==> config.mk <==
export PLATFORM = sky130hd
export DESIGN_NAME = tree_updown_router
export DESIGN_NICKNAME = d
export VERILOG_FILES = /design/src/rtl/tree_route_pkg.sv /design/src/rtl/tree_digit_diff.sv /design/src/rtl/tree_lead_digit.sv /design/src/rtl/tree_port_pick.sv /design/src/rtl/tree_updown_router.sv
export SDC_FILE = /design/constraint.sdc
export NUM_CORES = 1
export LEC_CHECK = 0
export BUFFER_PORTS_ARGS = -buffer_cell sky130_fd_sc_hd__buf_2
export CAP_MARGIN = 20
export CELL_PAD_IN_SITES_DETAIL_PLACEMENT = 0
export CELL_PAD_IN_SITES_GLOBAL_PLACEMENT = 1
export CORE_MARGIN = 2
export CORE_UTILIZATION = 24
export CTS_CLUSTER_DIAMETER = 80
export CTS_CLUSTER_SIZE = 30
export DETAILED_ROUTE_END_ITERATION = 7
export PLACE_DENSITY_LB_ADDON = 0.1
export SLEW_MARGIN = 20
export SYNTH_ARGS = -nofsm -noshare
export SYNTH_HDL_FRONTEND = slang
export SYNTH_SLANG_ARGS = --single-unit
==> constraint.sdc <==
create_clock -name clk -period 0.8 [get_ports clk]
set_input_delay 0.08 -clock clk [delete_from_list [all_inputs] [get_ports clk]]
set_output_delay 0.08 -clock clk [all_outputs]
set_load 0.005 [all_outputs]
==> src/rtl/tree_route_pkg.sv <==
package tree_route_pkg;
  typedef enum logic [1:0] {
    ROUTE_LOCAL = 2'd0,
    ROUTE_UP    = 2'd1,
    ROUTE_DOWN  = 2'd2
  } route_dir_e;
endpackage

==> src/rtl/tree_digit_diff.sv <==
module tree_digit_diff #(
  parameter int RADIX  = 2,
  parameter int LEVELS = 4,
  localparam int DIGIT_W = $clog2(RADIX),
  localparam int ADDR_W  = LEVELS * DIGIT_W
) (
  input  logic [ADDR_W-1:0] src,
  input  logic [ADDR_W-1:0] dst,
  output logic [LEVELS-1:0] digit_ne
);
  logic [ADDR_W-1:0] rel_addr;

  assign rel_addr = src ^ dst;

  for (genvar g = 0; g < LEVELS; g++) begin : g_digit
    assign digit_ne[g] = |rel_addr[g*DIGIT_W +: DIGIT_W];
  end
endmodule

==> src/rtl/tree_lead_digit.sv <==
module tree_lead_digit #(
  parameter int LEVELS = 4,
  localparam int LVL_W = $clog2(LEVELS + 1)
) (
  input  logic [LEVELS-1:0] digit_ne,
  output logic              any_ne,
  output logic [LVL_W-1:0]  top_idx
);
  always_comb begin
    any_ne  = 1'b0;
    top_idx = '0;
    for (int g = 0; g < LEVELS; g++) begin
      if (digit_ne[g]) begin
        any_ne  = 1'b1;
        top_idx = LVL_W'(g);
      end
    end
  end
endmodule

==> src/rtl/tree_port_pick.sv <==
module tree_port_pick
  import tree_route_pkg::*;
#(
  parameter int RADIX  = 2,
  parameter int LEVELS = 4,
  localparam int DIGIT_W = $clog2(RADIX),
  localparam int ADDR_W  = LEVELS * DIGIT_W,
  localparam int LVL_W   = $clog2(LEVELS + 1)
) (
  input  logic               any_ne,
  input  logic [LVL_W-1:0]   top_idx,
  input  logic [LVL_W-1:0]   sw_level,
  input  logic [ADDR_W-1:0]  dst,
  output route_dir_e         dir,
  output logic [DIGIT_W-1:0] port
);
  logic [DIGIT_W-1:0] level_digit;

  always_comb begin
    level_digit = '0;
    for (int g = 0; g < LEVELS; g++) begin
      if (sw_level == LVL_W'(g + 1)) level_digit = dst[g*DIGIT_W +: DIGIT_W];
    end
  end

  always_comb begin
    dir  = ROUTE_LOCAL;
    port = '0;
    if (any_ne) begin
      if (sw_level <= top_idx) begin
        dir = ROUTE_UP;
      end else begin
        dir  = ROUTE_DOWN;
        port = level_digit;
      end
    end
  end
endmodule

==> src/rtl/tree_updown_router.sv <==
module tree_updown_router
  import tree_route_pkg::*;
#(
  parameter int RADIX  = 2,
  parameter int LEVELS = 4,
  localparam int DIGIT_W = $clog2(RADIX),
  localparam int ADDR_W  = LEVELS * DIGIT_W,
  localparam int LVL_W   = $clog2(LEVELS + 1)
) (
  input  logic               clk,
  input  logic               rst_n,
  input  logic [LVL_W-1:0]   sw_level,
  input  logic               in_valid,
  output logic               in_ready,
  input  logic [ADDR_W-1:0]  in_src,
  input  logic [ADDR_W-1:0]  in_dst,
  output logic               out_valid,
  input  logic               out_ready,
  output logic [1:0]         out_dir,
  output logic [DIGIT_W-1:0] out_port
);
  logic [LEVELS-1:0]  digit_ne;
  logic               any_ne;
  logic [LVL_W-1:0]   top_idx;
  route_dir_e         pick_dir;
  logic [DIGIT_W-1:0] pick_port;

  logic               valid_q, valid_d;
  route_dir_e         dir_q, dir_d;
  logic [DIGIT_W-1:0] port_q, port_d;
  logic               load_en;

  tree_digit_diff #(.RADIX(RADIX), .LEVELS(LEVELS)) u_diff (
    .src      (in_src),
    .dst      (in_dst),
    .digit_ne (digit_ne)
  );

  tree_lead_digit #(.LEVELS(LEVELS)) u_lead (
    .digit_ne (digit_ne),
    .any_ne   (any_ne),
    .top_idx  (top_idx)
  );

  tree_port_pick #(.RADIX(RADIX), .LEVELS(LEVELS)) u_pick (
    .any_ne   (any_ne),
    .top_idx  (top_idx),
    .sw_level (sw_level),
    .dst      (in_dst),
    .dir      (pick_dir),
    .port     (pick_port)
  );

  assign in_ready = !valid_q || out_ready;
  assign load_en  = in_valid && in_ready;

  always_comb begin
    valid_d = valid_q;
    dir_d   = dir_q;
    port_d  = port_q;
    if (load_en) begin
      valid_d = 1'b1;
      dir_d   = pick_dir;
      port_d  = pick_port;
    end else if (out_ready) begin
      valid_d = 1'b0;
    end
  end

  always_ff @(posedge clk or negedge rst_n) begin
    if (!rst_n) begin
      valid_q <= 1'b0;
      dir_q   <= ROUTE_LOCAL;
      port_q  <= '0;
    end else begin
      valid_q <= valid_d;
      dir_q   <= dir_d;
      port_q  <= port_d;
    end
  end

  assign out_valid = valid_q;
  assign out_dir   = dir_q;
  assign out_port  = port_q;
endmodule

* After elaboration in Yosys (flattened, before gate mapping) *
Cells that the tools add are included.

operators by class
  muxes and demuxes = 17
  $lt $le $gt $ge = 1
  bitwise gates (word level) = 1
  equal/unequal tests = 4
  reductions and logical operators = 4

operators by type and width
  cell                                                                   number
  1-bit 2-to-1 mux                                                       13
  2-bit 2-to-1 mux                                                       4
  3-bit by 2-bit equality test with 1-bit output, second input constant  2
  4-bit bitwise XOR                                                      1
  3-bit by 1-bit equality test with 1-bit output, second input constant  1
  3-bit equality test, second input constant                             1
  3-bit by 2-bit less-or-equal comparator with 1-bit output              1
  2-bit nonzero test                                                     1
  1-bit logical AND                                                      1
  1-bit logical NOT                                                      1
  1-bit logical OR                                                       1

word-level totals
  bits in registers = 4

* Logic depth before layout (Yosys ltp) *
Gate-level depths: netlist (run 1).

  word-level depth = 7
  depth in mapped cells = 7
  depth with buffers taken out = 7

* Cells and area by module *
From an unflattened synthesis (run 1), not the netlist that was laid out.

second synthesis, totals
  cell total of the unflattened synthesis = 39
  area, all modules = 387.9 um^2

by module, submodules not included
  module              area each (um^2)  times used  cells an instance  seq. area each (um^2)
  tree_updown_router  177.7             1           10                 100.1
  tree_port_pick      140.1             1           19                 0.0
  tree_digit_diff     35.0              1           4                  0.0
  tree_lead_digit     35.0              1           6                  0.0

* Least setup slack after synthesis (run 1) *
No wires, ideal clock.

  path type = input -> register
  from = input in_dst[3]
  to = register dir_q[0], in the netlist out_dir[0]
  setup slack = -0.493 ns
  stages = 7
  buffers on the path = 0
  arrival = 1.210 ns
  library setup time = 0.083 ns
  data required time = 0.717 ns
  path through = xor2_1 > nor2_1 > ha_1 > nor2b_1 > o31ai_2 > nand3_1 > o21ai_0

on the way
  longest elaborated chain between the ends = 5
  elaborated cells on any way between the ends = 6
  those cells by class = 1 x order compare; 4 x mux; 1 x bitwise

ends and longest elaborated chain
  element                                                    line                      RTL
  start, declared                                            tree_updown_router.sv:16  input logic [ADDR_W-1:0] in_dst,
  4-bit bitwise XOR *                                        tree_digit_diff.sv:13     assign rel_addr = src ^ dst;
  2-bit 2-to-1 mux                                           tree_lead_digit.sv:13     if (digit_ne[g]) begin
  3-bit by 2-bit less-or-equal comparator with 1-bit output  tree_port_pick.sv:30      if (sw_level <= top_idx) begin
  2-bit 2-to-1 mux                                           tree_port_pick.sv:30
  2-bit 2-to-1 mux *                                         tree_port_pick.sv:29      if (any_ne) begin
  end signal, assigned                                       tree_updown_router.sv:77  dir_q <= dir_d;
  end, declared                                              tree_updown_router.sv:29  route_dir_e dir_q, dir_d;

Mark *: on every way between the ends. The rest lies on a longest branch, timed or not.
A chain may end at the register's enable or synchronous reset.

* Worst setup path after layout (run 1) *
  from = input in_src[2]
  to = register dir_q[0], in the netlist out_dir[0]

on the way
  longest elaborated chain between the ends = 6
  elaborated cells on any way between the ends = 8
  those cells by class = 1 x order compare; 6 x mux; 1 x bitwise

ends and longest elaborated chain
  element                                                    line                      RTL
  start, declared                                            tree_updown_router.sv:15  input logic [ADDR_W-1:0] in_src,
  4-bit bitwise XOR *                                        tree_digit_diff.sv:13
  2-bit 2-to-1 mux (2 in a row)                              tree_lead_digit.sv:13
  3-bit by 2-bit less-or-equal comparator with 1-bit output  tree_port_pick.sv:30
  2-bit 2-to-1 mux                                           tree_port_pick.sv:30
  2-bit 2-to-1 mux *                                         tree_port_pick.sv:29

Marked as above.

==> Implementation_results.wiki, run 1 <==
{| class="wikitable"
! Metric !! Value
|-
| Minimum clock period after layout || 1.22 ns
|-
| Slew headroom || 82.9%
|-
| Number of iterations in the first detailed-routing pass || 2
|-
| Areal power density over the cells || 1320 nW/um^2
|-
| Fraction of the mapped netlist area in compound gates || 18.8%
|-
| Max Clock Freq || 0.817 GHz
|-
| Post-Route Skew || 0.00228 ns
|-
| Peak supply drop || 395 uV
|-
| Total standard cell area after synthesis || 313 sq um
|-
| Worst-Skew Late Latency || 0.23 ns
|-
| Antenna violations before repair || 0
|-
| Final antenna-violating net count || 0
|-
| Cell leakage power || 0.342 nW
|-
| Synth Net Count || 50
|-
| Count of distinct cell types in the synthesized netlist || 19
|-
| YS warnings || 0
|-
| Fraction of layout instances using a drive strength above 1 || 68.6%
|-
| Max-slew violation count || 0
|-
| Maximum number of pins on one net before global-route repair || 6
|-
| ANT cells || 0
|-
| Number of global-route vias before repair || 420
|-
| Count of state elements after synthesis || 4
|-
| Non-filler instance count after layout || 85
|-
| Placement row count || 13
|-
| Launching instance or port of the critical path || in_src[2]
|-
| Routed via count || 390
|-
| Seq/Total Area, Yosys || 32.0%
|-
| Endpoint arrival time on the critical path || 1.39 ns
|-
| Final HPWL from detailed placement || 723 microns
|-
| Vertical die dimension || 40.1 microns
|-
| Bufs on Longest Clock Path || 2
|-
| Number of maximum-capacitance violations || 0
|-
| Overall global routing resource usage || 15.4%
|-
| Total congestion overflow || 0
|-
| Gp weighted congestion || 0.703
|-
| Number of placed instances with taps included || 76
|-
| R2r endpoint || out_dir[0]
|-
| Reg2reg path depth || 5
|-
| Post-Route WL || 973 microns
|-
| Launch instance of the worst min-delay path || in_valid
|-
| Multiplexer area fraction after synthesis || 3.20%
|-
| Proportion of netlist area held by the largest area contributor || 32.0%
|-
| Worst R2R Setup Slack || -0.17 ns
|-
| Width of the die || 40.1 microns
|-
| Synth Instances || 33
|-
| Flip-flop cell with the highest count after synthesis || sky130_fd_sc_hd__dfrtp_1
|-
| Final hold violations || 0
|-
| Via density per instance || 4.59
|-
| Setup violators final || 8
|-
| Crit Reg-Reg Startpoint || out_valid
|-
| Average cell area after synthesis || 9.48 sq um
|-
| TritonCTS buffer count || 3
|-
| Area of the multi-input gates || 310 sq um
|-
| Sum of internal, switching and leakage power || 0.000933 W
|-
| Buffer cell driving the clock tree root || sky130_fd_sc_hd__clkbuf_4
|-
| Kind of end point of the critical path || register
|-
| Number of design-rule violations left by the first detailed-router iteration || 2
|-
| Clock tree from TritonCTS || yes
|-
| Top post-synthesis cells by area || sky130_fd_sc_hd__dfrtp_1, sky130_fd_sc_hd__ha_1, sky130_fd_sc_hd__nand3b_1, sky130_fd_sc_hd__xnor2_1, sky130_fd_sc_hd__xor2_1
|-
| Async SR Flop Fraction || 100%
|-
| Share of synthesized cell area in full adder, half adder and majority cells || 8.00%
|-
| Count of clock tree sinks || 4
|-
| Combinational family with the most area after synthesis || simple AND/OR/NAND/NOR gates
|-
| Growth of design area from synthesis to finish || 126%
|-
| Final core occ || 56.5%
|-
| Most frequent cells after synthesis || sky130_fd_sc_hd__dfrtp_1, sky130_fd_sc_hd__nand2_1, sky130_fd_sc_hd__nand3b_1
|-
| Global-route wire length before repair || 1540 microns
|-
| Sequential cell area || 100 sq um
|-
| Post-detailed-route DRC marker count || 0
|-
| Depth of the CTS H-tree || 1
|-
| Setup slack after placement || -0.766 ns
|-
| Setup slack after layout || -0.424 ns
|-
| CP max FO || 3
|-
| WL/cell || 11.4 microns
|-
| Violated checks || setup timing
|-
| Boundary Pins || 20
|-
| Min-Delay Path Depth || 2
|-
| Die footprint || 1610 sq um
|-
| Slew at the pin closest to its max-slew limit || 0.256 ns
|-
| Result of the run || finished, violations left
|-
| Critical Path Sink || out_dir[0]
|-
| Library cell with the largest summed area after synthesis || sky130_fd_sc_hd__dfrtp_1
|-
| Worst min-delay path class || primary input to register
|-
| Data required time of the worst path || 0.96 ns
|-
| Nets@finish || 89
|-
| Startpoint Class || primary input
|-
| Unrepaired setup endpoints after global routing || yes
|-
| Sum of negative setup slack || -1.45 ns
|-
| Xor and xnor area share after synthesis || 11.2%
|-
| Crit Path Class || primary input to register
|-
| Initial core utilization || 25.0%
|-
| Clock transition at the registers of the reported paths || 0.04 ns
|-
| EDFF count, synth || 0
|-
| Period utilization || 153%
|-
| Simple-gate share of the synthesized area || 25.6%
|-
| Core Area || 1250 sq um
|-
| Buffers on Ports || 19
|-
| Fillers || 121
|}
repair_timing:
| action | CTS | global route |
|---|---|---|
| gates resized for setup | 13 | 6 |
| hold endpoints to repair | 4 | 0 |
| buffers inserted | 5 | 0 |
| pin swaps | 10 | 5 |
| hold buffers | 1 | 0 |
| gates cloned | 0 | 0 |
| endpoints found under the setup margin | 8 | 9 |
layer usage:
metal | part of all wire, % | GRT usage (%)
met5 | 0 | 0
met4 | 4.7 | 18.1
met2 | 56 | 30.2
met1 | 33 | 12.7
met3 | 6.4 | 0
flip-flops by register name, indices dropped and copies added, names as in the netlist:
signal / cells
out_valid: 1
out_port: 1
out_dir: 2
area by class of cell:
class,count,share of cell area [%]
clock buffer,3,3.18
multi-input combinational,28,43.8
timing repair buffer,34,35.7
tap,15,2.65
inverter,1,0.530
sequential,4,14.1
layout by cell type (no fill, tap or decap):
cell type and instances:
sky130_fd_sc_hd__buf_2 14, sky130_fd_sc_hd__buf_4 12, sky130_fd_sc_hd__buf_6 6, sky130_fd_sc_hd__nand2_1 4
sky130_fd_sc_hd__dfrtp_1 4, sky130_fd_sc_hd__nand3b_1 3, sky130_fd_sc_hd__clkbuf_4 3, sky130_fd_sc_hd__a21oi_1 2
sky130_fd_sc_hd__ha_4 2, sky130_fd_sc_hd__inv_1 1, sky130_fd_sc_hd__xnor2_2 1, sky130_fd_sc_hd__xor2_4 1
sky130_fd_sc_hd__xor2_2 1, sky130_fd_sc_hd__o21bai_4 1, sky130_fd_sc_hd__nand2b_1 1, sky130_fd_sc_hd__mux2i_1 1
sky130_fd_sc_hd__nor2_1 1, sky130_fd_sc_hd__nor2b_4 1, sky130_fd_sc_hd__o31ai_4 1, sky130_fd_sc_hd__nor2_4 1
sky130_fd_sc_hd__xnor2_1 1, sky130_fd_sc_hd__and3_4 1, sky130_fd_sc_hd__o41ai_2 1, sky130_fd_sc_hd__nand3_1 1
sky130_fd_sc_hd__o21ai_1 1, sky130_fd_sc_hd__nand2b_4 1, sky130_fd_sc_hd__o31ai_1 1, sky130_fd_sc_hd__dlygate4sd3_1 1
sky130_fd_sc_hd__buf_8 1
worst max-delay path: stages:
cell and delay, ns:
sky130_fd_sc_hd__buf_8 0.10, sky130_fd_sc_hd__xor2_4 0.19, sky130_fd_sc_hd__nor2_4 0.15, sky130_fd_sc_hd__ha_4 0.22, sky130_fd_sc_hd__nor2b_4 0.12, sky130_fd_sc_hd__o31ai_4 0.28
sky130_fd_sc_hd__nand3_1 0.11, sky130_fd_sc_hd__o21ai_1 0.13
power by group:
group          internal, W  total [W]  switching [W]
logic             0.000266   0.000442       0.000176
clock network     0.000167   0.000244      0.0000764
registers         0.000234   0.000248      0.0000140
stage by stage:
step           instance area [sq um]  hold slack, ns
2_1_floorplan                    337          -0.216
3_3_place_gp                     518          -0.115
3_5_place_dp                     518          -0.114
4_1_cts                          668          0.0923
5_1_grt                          708           0.121
6_report                         708           0.106
cell families (layout without fill, tap and decap cells):
group                      Yosys count  count (layout)
AOI/OAI and AO/OA                    7               7
adders and majority gates            2               2
DFF                                  4               4
and+or+nand+nor                     14              14
buffers and inverters                1              38
xor gates and xnor gates             4               4
muxes                                1               1
how the worst min path moves through the flow:
| stage | slack (ns) | endpoint |
|---|---|---|
| CTS | 0.09 | out_valid |
| detailed placement | -0.11 | out_dir[0] |
| floorplan | -0.22 | out_dir[0] |
| finish | 0.11 | out_valid |
| global route | 0.12 | out_valid |
| global placement | -0.12 | out_dir[0] |
Note: power is estimated with default switching activity, not from simulation.
==> run 2: changes to the inputs <==
--- a/config.mk
+++ b/config.mk
@@ -9,7 +9,6 @@
 export CAP_MARGIN = 20
 export CELL_PAD_IN_SITES_DETAIL_PLACEMENT = 0
 export CELL_PAD_IN_SITES_GLOBAL_PLACEMENT = 1
-export CORE_MARGIN = 2
 export CORE_UTILIZATION = 24
 export CTS_CLUSTER_DIAMETER = 80
 export CTS_CLUSTER_SIZE = 30
==> Implementation_results.wiki, run 2 (synthesis results as in run 1) <==
{| class="wikitable"
! Metric !! Value
|-
| Placement row count || 12
|-
| Areal power density over the cells || 1310 nW/um^2
|-
| Period utilization || 152%
|-
| Kind of end point of the critical path || register
|-
| Cell leakage power || 0.342 nW
|-
| Nets@finish || 90
|-
| Worst min-delay path class || primary input to register
|-
| Fraction of layout instances using a drive strength above 1 || 64.8%
|-
| Minimum clock period after layout || 1.22 ns
|-
| Max-slew violation count || 0
|-
| Setup slack after layout || -0.418 ns
|-
| Unrepaired setup endpoints after global routing || yes
|-
| Worst-Skew Late Latency || 0.23 ns
|-
| Via density per instance || 4.59
|-
| Peak supply drop || 558 uV
|-
| Global-route wire length before repair || 1290 microns
|-
| Number of placed instances with taps included || 75
|-
| Initial core utilization || 27.1%
|-
| Number of design-rule violations left by the first detailed-router iteration || 1
|-
| Violated checks || setup timing
|-
| Die footprint || 1450 sq um
|-
| Boundary Pins || 20
|-
| Endpoint arrival time on the critical path || 1.37 ns
|-
| Post-Route WL || 954 microns
|-
| Bufs on Longest Clock Path || 2
|-
| Total congestion overflow || 0
|-
| Overall global routing resource usage || 13.3%
|-
| Clock transition at the registers of the reported paths || 0.04 ns
|-
| Count of clock tree sinks || 4
|-
| Vertical die dimension || 38.1 microns
|-
| TritonCTS buffer count || 3
|-
| Post-Route Skew || 0.00166 ns
|-
| Startpoint Class || primary input
|-
| CP max FO || 3
|-
| Post-detailed-route DRC marker count || 0
|-
| Worst hold margin || 0.0735 ns
|-
| Crit Path Class || primary input to register
|-
| Number of iterations in the first detailed-routing pass || 2
|-
| Max reg flops || 2
|-
| Slew at the pin closest to its max-slew limit || 0.221 ns
|-
| Setup violators final || 7
|-
| Growth of design area from synthesis to finish || 123%
|-
| Final hold violations || 0
|-
| Fillers || 106
|-
| WL/cell || 11.2 microns
|-
| Width of the die || 38.1 microns
|-
| Gp weighted congestion || 0.669
|-
| Antenna violations before repair || 0
|-
| Leading cell type in the layout, fill and taps excluded || sky130_fd_sc_hd__buf_2
|-
| Result of the run || finished, violations left
|-
| Data required time of the worst path || 0.95 ns
|-
| Clock tree from TritonCTS || yes
|-
| Buffer cell driving the clock tree root || sky130_fd_sc_hd__clkbuf_4
|-
| Maximum number of pins on one net before global-route repair || 6
|-
| Non-filler instance count after layout || 85
|-
| Slew headroom || 85.1%
|-
| Final HPWL from detailed placement || 694 microns
|-
| Depth of the CTS H-tree || 1
|-
| Core Area || 1160 sq um
|-
| Number of maximum-capacitance violations || 0
|-
| ANT cells || 0
|-
| Max Clock Freq || 0.821 GHz
|-
| Sum of negative setup slack || -1.38 ns
|-
| Highest-count cells in the layout ignoring fill and taps || sky130_fd_sc_hd__buf_2, sky130_fd_sc_hd__buf_4, sky130_fd_sc_hd__buf_6
|-
| Buffers on Ports || 19
|-
| Number of global-route vias before repair || 365
|-
| Routed via count || 390
|-
| Final antenna-violating net count || 0
|}
run 2: cell types whose count changed in the layout (fill, tap and decap cells not counted), sizes merged:
cell and change:
buf +1
run 2: worst max-delay path, stage by stage:
cell	delay, ns
sky130_fd_sc_hd__buf_8	0.11
sky130_fd_sc_hd__xor2_4	0.18
sky130_fd_sc_hd__nor2_4	0.14
sky130_fd_sc_hd__ha_4	0.21
sky130_fd_sc_hd__nor2b_4	0.13
sky130_fd_sc_hd__o31ai_4	0.26
sky130_fd_sc_hd__nand3_1	0.11
sky130_fd_sc_hd__o21ai_1	0.16
run 2: timing repair:
item                                   in CTS  in global routing
resized for setup                           7                  9
pin swaps                                   8                  6
setup buffers                               4                  2
setup endpoints to repair                   8                  9
hold buffers                                1                  0
endpoints found under the hold margin       4                  0
run 2: metrics by stage:
step | power, W | utilization, % | setup WS, ns | area (sq um)
detailed placement | 0.000546 | 44.7 | -0.729 | 517
global placement | 0.000540 | 44.7 | -0.680 | 517
floorplan | 0.000398 | - | -0.480 | 337
global route | 0.000973 | 60.4 | -0.474 | 698
finish | 0.000912 | 60.4 | -0.418 | 698
CTS | 0.000861 | 53.8 | -0.384 | 622
run 2: worst paths after layout:
check / startpoint / to / slack (ns) / cells after the start
worst max register to register: out_valid / out_port / -0.23 / 3
worst min-delay path: in_valid / out_valid / 0.07 / 2
worst min register to register: out_dir[0] / out_dir[0] / 0.50 / 2
min in group asynchronous: rst_n / out_port / 0.18 / 2
max in group asynchronous: rst_n / out_dir[0] / 0.50 / 2
worst max-delay path: in_dst[2] / out_dir[0] / -0.42 / 8
run 2: layer usage:
metal	global-route usage [%]	vias up	part of all wire [%]	routed length, microns
met1	12.4	175	34	323
met2	25.0	21	57	545
met4	8.04	0	1.3	12
met3	3.49	2	7.5	72
met5	0	-	0	0
li1	-	192	-	-
run 2: area by class of cell:
class	count	area, sq um	share of cell area (%)
Sequential cell	4	100	14.3
Timing Repair Buffer	35	264	37.8
Tap cell	14	17.5	2.51
Inverter	1	3.75	0.538
Clock buffer	3	22.5	3.23
Multi-Input combinational cell	28	290	41.6
run 2: power by group:
group	leakage (nW)	switching, W	internal (W)
Clock	0.0138	0.0000766	0.000167
Sequential	0.0491	0.0000138	0.000234
Combinational	0.279	0.000167	0.000254
Total	0.342	0.000257	0.000655
